--- src/rtl/clb_pkg.sv ---
// Package: shared configuration layout of one logic element.
// Assumes 4-input tables and 4-bit routing codes; the struct is packed so
// that its most significant member lies highest in the serial chain.
package clb_pkg;
    localparam int LUT_K   = 4;
    localparam int SEL_W   = 4;
    localparam int TRUTH_W = 2 ** LUT_K;

    typedef struct packed {
        logic [LUT_K*SEL_W-1:0] route;   // routing code of input j at [SEL_W*j +: SEL_W]
        logic                   use_ff;  // 1: element presents its flip-flop
        logic [TRUTH_W-1:0]     truth;   // truth table, index bit 0 = input 0
    } ble_cfg_t;

    localparam int BLE_CFG_W = $bits(ble_cfg_t);
endpackage

--- src/rtl/clb_cfg_chain.sv ---
// Module: serial configuration store.
// Shifts one bit per clock toward the MSB while shift_en is high and holds
// otherwise. Assumes the caller sends the MSB of the image first.
module clb_cfg_chain #(
    parameter int CFG_W = 132
) (
    input  logic             clk,
    input  logic             rst_n,
    input  logic             shift_en,
    input  logic             din,
    output logic [CFG_W-1:0] cfg_q
);
    // Purpose: clear on reset, shift in din while loading, otherwise hold.
    always_ff @(posedge clk) begin
        if (!rst_n) begin
            cfg_q <= '0;
        end else if (shift_en) begin
            cfg_q <= {cfg_q[CFG_W-2:0], din};
        end
    end

    assert_shift_in_R2 : assert property (@(posedge clk) disable iff (!rst_n)
        shift_en |=> (cfg_q[0] == $past(din)));

    assert_hold_cfg_R3 : assert property (@(posedge clk) disable iff (!rst_n)
        !shift_en |=> $stable(cfg_q));
endmodule

--- src/rtl/clb_route_mux.sv ---
// Module: local routing selector for one element input.
// Codes below N_PIN pick a cluster pin, the next N_ELEM codes pick element
// state, and any higher code yields 0. Assumes SEL_W can hold N_PIN+N_ELEM.
module clb_route_mux #(
    parameter int N_PIN  = 10,
    parameter int N_ELEM = 4,
    parameter int SEL_W  = 4
) (
    input  logic [N_PIN-1:0]  pins,
    input  logic [N_ELEM-1:0] fb,
    input  logic [SEL_W-1:0]  sel,
    output logic              y
);
    // Purpose: decode the routing code into one source bit.
    always_comb begin
        y = 1'b0;
        for (int i = 0; i < N_PIN; i++) begin
            if (sel == SEL_W'(i)) y = pins[i];
        end
        for (int i = 0; i < N_ELEM; i++) begin
            if (sel == SEL_W'(N_PIN + i)) y = fb[i];
        end
    end
endmodule

--- src/rtl/clb_ble.sv ---
// Module: one logic element, made of a lookup table, a flip-flop and an
// output select.
// Assumes cfg is stable outside loading; hold clears the flip-flop.
module clb_ble
    import clb_pkg::*;
(
    input  logic             clk,
    input  logic             rst_n,
    input  logic             hold,
    input  ble_cfg_t         cfg,
    input  logic [LUT_K-1:0] ins,
    output logic             q_ff,
    output logic             y
);
    logic lut_val;

    // Purpose: table read addressed by the element inputs.
    always_comb lut_val = cfg.truth[ins];

    // Purpose: state register, cleared by reset and during loading.
    always_ff @(posedge clk) begin
        if (!rst_n || hold) q_ff <= 1'b0;
        else                q_ff <= lut_val;
    end

    // Purpose: choose the registered or the combinational result.
    always_comb y = cfg.use_ff ? q_ff : lut_val;

    assert_ff_clear_R7 : assert property (@(posedge clk) disable iff (!rst_n)
        hold |=> (q_ff == 1'b0));
endmodule

--- src/rtl/clb_cluster.sv ---
// Module: four-element lookup-table cluster with local feedback routing.
// Assumes the configuration is loaded serially before use. Feedback taps
// each element's flip-flop, so the cluster has no combinational cycle.
module clb_cluster
    import clb_pkg::*;
#(
    parameter int N_ELEM = 4,
    parameter int N_PIN  = 10
) (
    input  logic              clk,
    input  logic              rst_n,
    input  logic              cfg_en,
    input  logic              cfg_din,
    input  logic [N_PIN-1:0]  pin_in,
    output logic [N_ELEM-1:0] cl_out
);
    localparam int CFG_W = N_ELEM * BLE_CFG_W;

    logic [CFG_W-1:0]  cfg_flat;
    logic [N_ELEM-1:0] ff_state;

    clb_cfg_chain #(.CFG_W(CFG_W)) u_chain (
        .clk      (clk),
        .rst_n    (rst_n),
        .shift_en (cfg_en),
        .din      (cfg_din),
        .cfg_q    (cfg_flat)
    );

    for (genvar e = 0; e < N_ELEM; e++) begin : g_elem
        ble_cfg_t         ecfg;
        logic [LUT_K-1:0] ins;

        assign ecfg = ble_cfg_t'(cfg_flat[e*BLE_CFG_W +: BLE_CFG_W]);

        for (genvar j = 0; j < LUT_K; j++) begin : g_in
            clb_route_mux #(.N_PIN(N_PIN), .N_ELEM(N_ELEM), .SEL_W(SEL_W)) u_mux (
                .pins (pin_in),
                .fb   (ff_state),
                .sel  (ecfg.route[j*SEL_W +: SEL_W]),
                .y    (ins[j])
            );
        end

        clb_ble u_ble (
            .clk   (clk),
            .rst_n (rst_n),
            .hold  (cfg_en),
            .cfg   (ecfg),
            .ins   (ins),
            .q_ff  (ff_state[e]),
            .y     (cl_out[e])
        );
    end

    assert_reset_quiet_R1 : assert property (@(posedge clk) disable iff (!rst_n)
        $rose(rst_n) |-> (cl_out == '0));
endmodule

--- config.mk ---
export PLATFORM = sky130hd
export DESIGN_NAME = clb_cluster
export DESIGN_NICKNAME = d
export VERILOG_FILES = /design/src/rtl/clb_pkg.sv /design/src/rtl/clb_cfg_chain.sv /design/src/rtl/clb_route_mux.sv /design/src/rtl/clb_ble.sv /design/src/rtl/clb_cluster.sv
export SDC_FILE = /design/constraint.sdc
export NUM_CORES = 1
export LEC_CHECK = 0
export ABC_AREA = 1
export BUFFER_PORTS_ARGS = -buffer_cell sky130_fd_sc_hd__buf_2
export CAP_MARGIN = 25
export CORE_MARGIN = 10
export CORE_UTILIZATION = 63
export DETAILED_ROUTE_END_ITERATION = 6
export GPL_TIMING_DRIVEN = 0
export PLACE_DENSITY = 0.8
export SLEW_MARGIN = 0
export SYNTH_ARGS = -nofsm -noshare
export SYNTH_HDL_FRONTEND = slang
export SYNTH_SLANG_ARGS = --single-unit
--- constraint.sdc ---
create_clock -name clk -period 2.1 [get_ports clk]
set_input_delay 0.21 -clock clk [delete_from_list [all_inputs] [get_ports clk]]
set_output_delay 0.21 -clock clk [all_outputs]
set_load 0.005 [all_outputs]
==> results of run 1 <==
==> worst min path at each step <==
| stage | startpoint | to | slack [ps] | cells past startpoint |
|---|---|---|---|---|
| floorplan | cfg_din | u_chain.cfg_q[0] | 340 | 2 |
| global placement | cfg_din | u_chain.cfg_q[0] | 430 | 3 |
| detailed placement | cfg_din | u_chain.cfg_q[0] | 440 | 3 |
| CTS | rst_n | u_chain.cfg_q[120] | 170 | 3 |
| global route | rst_n | u_chain.cfg_q[21] | 200 | 3 |
| finish | rst_n | u_chain.cfg_q[121] | 190 | 3 |
==> cells in the mapped netlist, drive strengths merged, types with 2 or more instances <==
master   number
a21oi       148
a31o          2
a31oi         3
buf          24
clkbuf       44
clkinv        3
dfxtp       136
inv         103
nand2       176
nand3        99
nand3b        3
nand4         9
nor2        111
nor3         11
o2111ai       8
o211ai       25
o21ai       208
o221ai        9
o22ai        11
or2           2
==> routing by layer <==
metal / up-vias / global-route usage (%) / part of all wire, %
met3: 147 / 7.59 / 13
met4: 0 / 13.3 / 5.5
met2: 603 / 47.8 / 45
li1: 4123 / - / -
met1: 4015 / 38.3 / 37
met5: - / 0 / 0
==> state kept, by name, indices dropped and copies added, names as in the netlist <==
| name | flops |
|---|---|
| u_chain.cfg_q | 132 |
| g_elem.u_ble.q_ff | 4 |
==> power by group <==
| group | switching, uW | internal [uW] |
|---|---|---|
| clock | 1170 | 2120 |
| sequential | 187 | 2750 |
| combinational | 1210 | 798 |
| total | 2570 | 5670 |
==> per-stage QoR <==
step	hold WS (ps)	TNS, ps	setup WS, ps
floorplan	345	0	170
detailed placement	441	-1380	-473
finish	188	-2750	-573
CTS	173	-2460	-516
global placement	431	-1420	-471
global route	203	-3570	-715
==> critical path: cells and delay by family (launching register included) <==
family / cells / cell delay [ps]
buf+inv: 4 / 480
flops: 1 / 370
simple gates: 13 / 1190
==> logic make-up after synthesis <==
| group | Yosys count |
|---|---|
| AO/OA/AOI/OAI | 418 |
| AND/OR/NAND/NOR | 412 |
| buffers and inverters | 174 |
| flip-flops | 136 |
==> timing repair <==
| action | in CTS | in global routing |
|---|---|---|
| pin swaps | 49 | 55 |
| hold buffers | 1 | 0 |
| setup endpoints to repair | 5 | 7 |
| resized for setup | 87 | 109 |
| cloned | 6 | 1 |
| buffers inserted | 45 | 24 |
| hold endpoints to repair | 1 | 0 |
==> final cells by class <==
cell class | instances | share of cell area [%]
multi-input cells | 833 | 47.2
flip-flops and latches | 136 | 28.9
repair buffers | 74 | 6.99
inverters | 106 | 4.65
clock buffers | 18 | 4.59
plain buffers | 61 | 3.51
clock inverters | 13 | 2.11
well taps | 143 | 1.87
repair inverters | 1 | 0.170
==> impl_results.md, run 1 <==
* Post-synth cell types at 41
* Design area at 9560 um2
* Grt ovf at 0
* Later-pin clock latency in the skew report at 440 ps
* Total of max-cap violations at 0
* Mux cell area share after synthesis at 0%
* Vias at 8888
* Arrival @ worst endpoint at 2460 ps
* Top FF cell, synth: dfxtp_1
* Worst Path Required at 1890 ps
* Final Hold Fails at 0
* Vias in the first global route at 7764
* FF-to-FF path depth at 23
* Vias per inst at 6.42
* Mapped Area at 7530 um2
* Seq cells post-synth at 136
* Ant diodes at 0
* Critical Path Fanout Max at 7
* FF+latch area at 2760 um2
* XOR/XNOR Fraction of Synth Area at 0%
* Initial antenna violation count at 0
* Post-synthesis sequential area ratio at 36.2%
* Critical path type: reg -> out
* Synth Area in Simple Gates at 23.8%
* Area of the multi-input gates at 4510 um2
* Critical Path Source Type: flip-flop
* EDFF count, synth at 0
* Fill cells at 744
* VDD IR max at 0.000821 V
* CP endpoint kind: primary output
* Layout cell share with drive strength beyond 1 at 22.2%
* Mean post-synth cell area at 6.60 um2
* Hold WC Path Type: in -> reg
* Largest area contributor in the netlist: dfxtp_1
* Drt first-iter violations at 1334
* CTS Sinks at 136
* First-pass GRT wire length at 40300 um
* Initial core utilization at 65.1%
* Slew HR at 43.5%
* GP Congestion at 0.979
* CTS tree: yes
* TritonRoute pass-1 iters at 7
* Largest net degree at the start of global routing at 17
* Core area at 11600 um2
* Max stage delay on crit path at 370 ps
* Async set-or-reset flop fraction in the synthesized netlist at 0%
* Top post-synthesis cells by area: dfxtp_1 (36%), o21ai_0 (12%), a21oi_1 (9.8%), nand2_1 (8.5%), nand3_1 (6.3%)
* Root buf cell: clkbuf_16
* Wire per inst at 19.4 um
* Tmin final at 2670 ps
* Die area at 16700 um2
* Failing checks: setup timing
* CP Cell Sequence: inv_2 -> nand2_1 -> nor3_2 -> buf_4 -> nand2_2 -> nand3_4 -> nand2_8 -> buf_6 -> nand3_2 -> nand2_1 -> nand2_1 -> nand3_2 -> nand3_2 -> nand2_2 -> nand2_2 -> nand2_2 -> buf_6
* Top cell type's share of synthesized area at 36.2%
* Area delta synth->final at 27.0%
* Worst-Margin Slew at 847 ps
* Setup WS post-layout at -573 ps
* RSZ-0062 raised after global routing: true
* Cell Area, Placed at 7770 um2
* PnR Total Power at 8250 uW
* Port Buffers at 12
* Die W at 129 um
* Slew Limit Fails at 0
* Main combinational cell family by area after synthesis: compound AO/OA/AOI/OAI gates
* CP dominant cell by count: nand2_2
* Most frequent cells in the layout: o21ai_0 (169), nand2_1 (142), a21oi_1 (140)
* Die H at 129 um
* Reg2Reg Launch Point: g_elem[1].u_ble.q_ff
* Outcome: finished with violations
* Tot GR Track Use at 30.2%
* Worst-path clk slew at 60 ps
* Final nets at 1244
* I/O pins at 18
* P per Cell Area at 862 nW/um2
* Mapped Cells at 1140
* Lkg Pwr at 0.00383 uW
* Compound-Gate Fraction of Synth Area at 30.3%
* Crit Reg-Reg Endpoint: g_elem[0].u_ble.q_ff
* Fmax at 0.374 GHz
* Register-to-register setup slack at -550 ps
* FP Rows at 39
* Final ANT Viol Nets at 0
* Setup crit end: cl_out[2]
* Fin util at 82.7%
* Yosys Warn Count at 0
* Synth Net Count at 1154
* Drt total wl at 26900 um
* # DRC at 0
* Commonest non-fill, non-tap cell in the layout: o21ai_0
* Slowest cell on crit path: dfxtp_4
* Non-Filler Instances at 1385
* Endpoints failing setup at 6
* Adder-Cell Fraction of Synth Area at 0%
* Clock Tree Buf Depth at 2
* Clock Skew at 3.99 ps
* Inserted Clock Buffers at 17
* HPWL after DPL at 15400 um
* Placed cell count at 1295
* Crit path from: u_chain.cfg_q[85]
* Fin crit share at 127%
* # H-tree levels at 4
(Power assumes the default switching activity.)
==> run 2: changes to the inputs <==
Settings changed: PLACE_DENSITY 0.8 to unset, PLACE_DENSITY_LB_ADDON set to 0.15.
==> impl_results.md, run 2 (same netlist as run 1, synthesis figures left out) <==
* GP Congestion at 0.973
* PnR Total Power at 7620 uW
* Inserted Clock Buffers at 17
* Area delta synth->final at 21.7%
* Initial core utilization at 65.1%
* Most frequent cells in the layout: o21ai_0 (173), nand2_1 (150), a21oi_1 (144)
* Die area at 16700 um2
* Port Buffers at 12
* Worst Path Required at 1890 ps
* First-pass GRT wire length at 38500 um
* Vias in the first global route at 7732
* Final Hold Fails at 1
* Top flop regs: u_chain.cfg_q: 132 flops, g_elem.u_ble.q_ff: 4 flops
* # H-tree levels at 4
* Clock Tree Buf Depth at 2
* Fin crit share at 127%
* Later-pin clock latency in the skew report at 440 ps
* Worst hold margin at -0.396 ps
* Drt first-iter violations at 1237
* Slowest cell on crit path: dfxtp_4
* HPWL after DPL at 15000 um
* FP Rows at 39
* RSZ-0062 raised after global routing: true
* CP top delay family: simple AND/OR/NAND/NOR gates
* Failing checks: DRC, hold timing, setup timing
* Biggest register: u_chain.cfg_q
* Critical path type: reg -> out
* Setup WS post-layout at -576 ps
* Cell Area, Placed at 7770 um2
* Commonest non-fill, non-tap cell in the layout: o21ai_0
* Ant diodes at 0
* Post-Place Setup Slack at -429 ps
* CP Cell Sequence: buf_6 -> a21oi_1 -> or2_1 -> nand2_2 -> nand3_4 -> buf_6 -> nand3_1 -> nand2_1 -> nand2_1 -> nand3_1 -> nand3_1 -> nand2_1 -> nand2_1 -> o21ai_2 -> buf_4 -> buf_2
* Slew Limit Fails at 0
* CP dominant cell by count: nand2_1
* # hold bufs at CTS at 0
* Die H at 129 um
* Root buf cell: clkbuf_16
* Final nets at 1225
* Largest net degree at the start of global routing at 17
* Worst-Margin Slew at 729 ps
* Vias per inst at 6.33
* VDD IR max at 0.000694 V
* CP endpoint kind: primary output
* Fill cells at 828
* Wire per inst at 18.1 um
* Tmin final at 2680 ps
* WP buf/inv at 4
* Initial antenna violation count at 0
* Critical Path Fanout Max at 9
* Layout cell share with drive strength beyond 1 at 18.6%
* Grt ovf at 0
* # DRC at 24
* Core area at 11600 um2
* Fin util at 79.2%
* Worst-path clk slew at 60 ps
* I/O pins at 18
* Clock Skew at 5.33 ps
* Vias at 8648
* Slew HR at 51.4%
* Fmax at 0.374 GHz
* P per Cell Area at 831 nW/um2
* Die W at 129 um
* Endpoints failing setup at 4
* TritonRoute pass-1 iters at 7
* Final ANT Viol Nets at 0
* Drt total wl at 24700 um
* Outcome: finished with violations
* Design area at 9160 um2
* Max stage delay on crit path at 400 ps
* Tot GR Track Use at 28.6%
* Max reg flops at 132
* Lkg Pwr at 0.00368 uW
* Arrival @ worst endpoint at 2470 ps
* Critical Path Source Type: flip-flop
* Total of max-cap violations at 0
* CTS Sinks at 136
* Hold WC Path Type: in -> reg
* CTS tree: yes
[run 2: worst reg2reg max path: cells and delay by family, from the launching register on]
kind | cells | cell delay (ps)
AOI/OAI and AO/OA | 2 | 250
DFF | 1 | 380
buffers and inverters | 3 | 400
and+or+nand+nor | 12 | 830
[run 2: stage by stage]
step | cells | setup TNS, ps
floorplan | 1140 | 0
global placement | 1295 | -1360
detailed placement | 1295 | -1470
CTS | 1361 | -1950
global route | 1366 | -2630
finish | 1366 | -2030
[run 2: metal layers]
metal | share of wire, % | global-route usage (%) | routed length (um)
met5 | 0 | 0 | 0
met4 | 5.1 | 16.3 | 1260
met3 | 12 | 7.42 | 3060
met2 | 44 | 43.5 | 10800
met1 | 39 | 36.1 | 9510
[run 2: final timing paths]
check             slack (ps)  cells after the start                    to                from
setup / recovery        -580                     16             cl_out[3]  u_chain.cfg_q[116]
hold / removal          -0.4                      3      u_chain.cfg_q[0]             cfg_din
setup reg to reg         170                     17  g_elem[2].u_ble.q_ff   u_chain.cfg_q[83]
hold reg to reg          480                      2     u_chain.cfg_q[78]   u_chain.cfg_q[77]
[run 2: cell type report]
cell class	count	area [um2]	area share [%]
buffer	65	355	3.88
clock inverter	9	100	1.09
sequential	136	2750	30.0
timing repair inverter	1	6.26	0.0683
timing repair buffer	52	474	5.18
clock buffer	22	464	5.07
multi-input combinational	832	4410	48.1
tap	143	179	1.95
inverter	106	429	4.68
[run 2: power breakdown]
part	internal [uW]	switching, uW	total, uW
clock network	1790	1110	2900
registers	2750	166	2920
logic	688	1110	1800
[run 2: timing repair]
action	CTS	global route
pin swaps	34	32
gates resized for setup	77	59
setup buffers	33	4
hold endpoints to repair	0	0
setup endpoints to repair	4	5
gates cloned	4	2
==> run 3: changes to the inputs <==
Settings changed: GPL_TIMING_DRIVEN 0 to unset, REMOVE_ABC_BUFFERS set to 1.
==> impl_results.md, run 3 (same netlist as run 1, synthesis figures left out) <==
* Outcome: finished with violations
* Failing checks: setup timing
* # hold bufs at CTS at 0
* Largest net degree at the start of global routing at 187
* Drt first-iter violations at 1050
* CP endpoint kind: primary output
* Area of the multi-input gates at 4360 um2
* Hold depth at 3
* Slew HR at 55.3%
* Fin crit share at 126%
* Wire per inst at 16.7 um
* Reg2Reg Launch Point: u_chain.cfg_q[116]
* TritonRoute pass-1 iters at 5
* Total of max-cap violations at 0
* Fmax at 0.377 GHz
* Max reg flops at 132
* Vias at 8539
* Biggest register: u_chain.cfg_q
* Placed cell count at 1321
* Die W at 129 um
* Clock Tree Buf Depth at 2
* Worst Path Required at 1890 ps
* # DRC at 0
* Register-to-register setup slack at 50 ps
* P per Cell Area at 861 nW/um2
* Grt ovf at 0
* Fill cells at 800
* Most frequent cells in the layout: o21ai_0 (167), nand2_1 (151), a21oi_1 (142)
* Crit Reg-Reg Endpoint: g_elem[3].u_ble.q_ff
* Initial core utilization at 65.1%
* Non-Filler Instances at 1372
* Tmin final at 2650 ps
* Worst-Margin Slew at 671 ps
* Inserted Clock Buffers at 17
* Endpoints failing setup at 4
* CTS tree: yes
* CTS Sinks at 136
* HPWL after DPL at 14200 um
* FP Rows at 39
* Final ANT Viol Nets at 0
* Commonest non-fill, non-tap cell in the layout: o21ai_0
* VDD IR max at 0.000753 V
* Hold WC Path Type: in -> reg
* Initial antenna violation count at 0
* Critical path type: reg -> out
* Post-Place Setup Slack at -98.0 ps
* Cell Area, Placed at 8190 um2
* Vias in the first global route at 7368
* FF+latch area at 2770 um2
* GP Congestion at 0.979
* Drt total wl at 22900 um
* WHS Endpoint: u_chain.cfg_q[0]
* Worst-path clk slew at 60 ps
* Design area at 9380 um2
* Hold wc startpoint: cfg_din
* Later-pin clock latency in the skew report at 430 ps
* Final Hold Fails at 0
* Die H at 129 um
* Root buf cell: clkbuf_16
* Tot GR Track Use at 26.4%
* Final nets at 1230
* Setup WS post-layout at -551 ps
* Slew Limit Fails at 0
* Core area at 11600 um2
* Critical Path Fanout Max at 6
* Die area at 16700 um2
* First-pass GRT wire length at 36200 um
* I/O pins at 18
* PnR Total Power at 8070 uW
* # H-tree levels at 4
* Top flop regs: u_chain.cfg_q: 132 flops, g_elem.u_ble.q_ff: 4 flops
* Arrival @ worst endpoint at 2440 ps
* Layout cell share with drive strength beyond 1 at 22.5%
* FF-to-FF path depth at 15
* Vias per inst at 6.22
* RSZ-0062 raised after global routing: true
* Clock Skew at 6.30 ps
* Ant diodes at 0
* Critical Path Source Type: flip-flop
* Lkg Pwr at 0.00385 uW
* Port Buffers at 17
* Fin util at 81.1%
* Area delta synth->final at 24.6%
-- run 3: critical path: stages, from the launching register on --
cell and delay [ps]:
dfxtp_4 370, buf_6 130, o21ai_2 120, a21oi_2 40, or2_1 220, nand2_2 100, buf_4 120, nand3_2 110
nand3_1 150, nand2_1 70, nand2_1 80, nand3_2 70, nand3b_1 110, nand2_1 60, nand2_1 60, o21ai_1 80
buf_2 140
-- run 3: worst max-delay path by stage --
stage	startpoint	endpoint	cells after the start
after detailed placement	u_chain.cfg_q[116]	cl_out[3]	15
after floorplan	u_chain.cfg_q[50]	cl_out[1]	14
after global routing	u_chain.cfg_q[119]	cl_out[3]	16
after global placement	u_chain.cfg_q[116]	cl_out[3]	15
final	u_chain.cfg_q[116]	cl_out[3]	16
after CTS	u_chain.cfg_q[116]	cl_out[3]	15
-- run 3: layout make-up --
| class | count | share of cell area, % |
|---|---|---|
| repair buffers | 122 | 10.4 |
| clock buffers | 26 | 5.43 |
| multi-input cells | 833 | 46.5 |
| inverters | 106 | 4.47 |
| well taps | 143 | 1.91 |
| clock inverters | 6 | 1.69 |
| flip-flops and latches | 136 | 29.6 |
-- run 3: stage by stage --
stage / hold slack [ps] / TNS, ps
4_1_cts: 0.924 / -1360
5_1_grt: 47.1 / -2420
2_1_floorplan: 299 / 0
3_5_place_dp: 441 / -198
3_3_place_gp: 430 / -109
6_report: 1.76 / -1720
-- run 3: report_power, final --
part / switching (uW) / internal [uW]
Clock: 1120 / 2270
Sequential: 182 / 2750
Combinational: 1050 / 697
Total: 2350 / 5720
-- run 3: routing by layer --
| layer | share of wire (%) | GRT usage [%] | vias to the layer above |
|---|---|---|---|
| met4 | 3.0 | 10.7 | 0 |
| met3 | 8.9 | 6.12 | 73 |
| met5 | 0 | 0 | - |
| met1 | 43 | 35.4 | 3946 |
| li1 | - | - | 4091 |
| met2 | 45 | 40.1 | 429 |
-- run 3: repair_timing --
action,CTS,global route
cloned,2,1
pin swaps,18,32
endpoints found under the setup margin,4,6
gates resized for setup,59,67
setup buffers,8,8
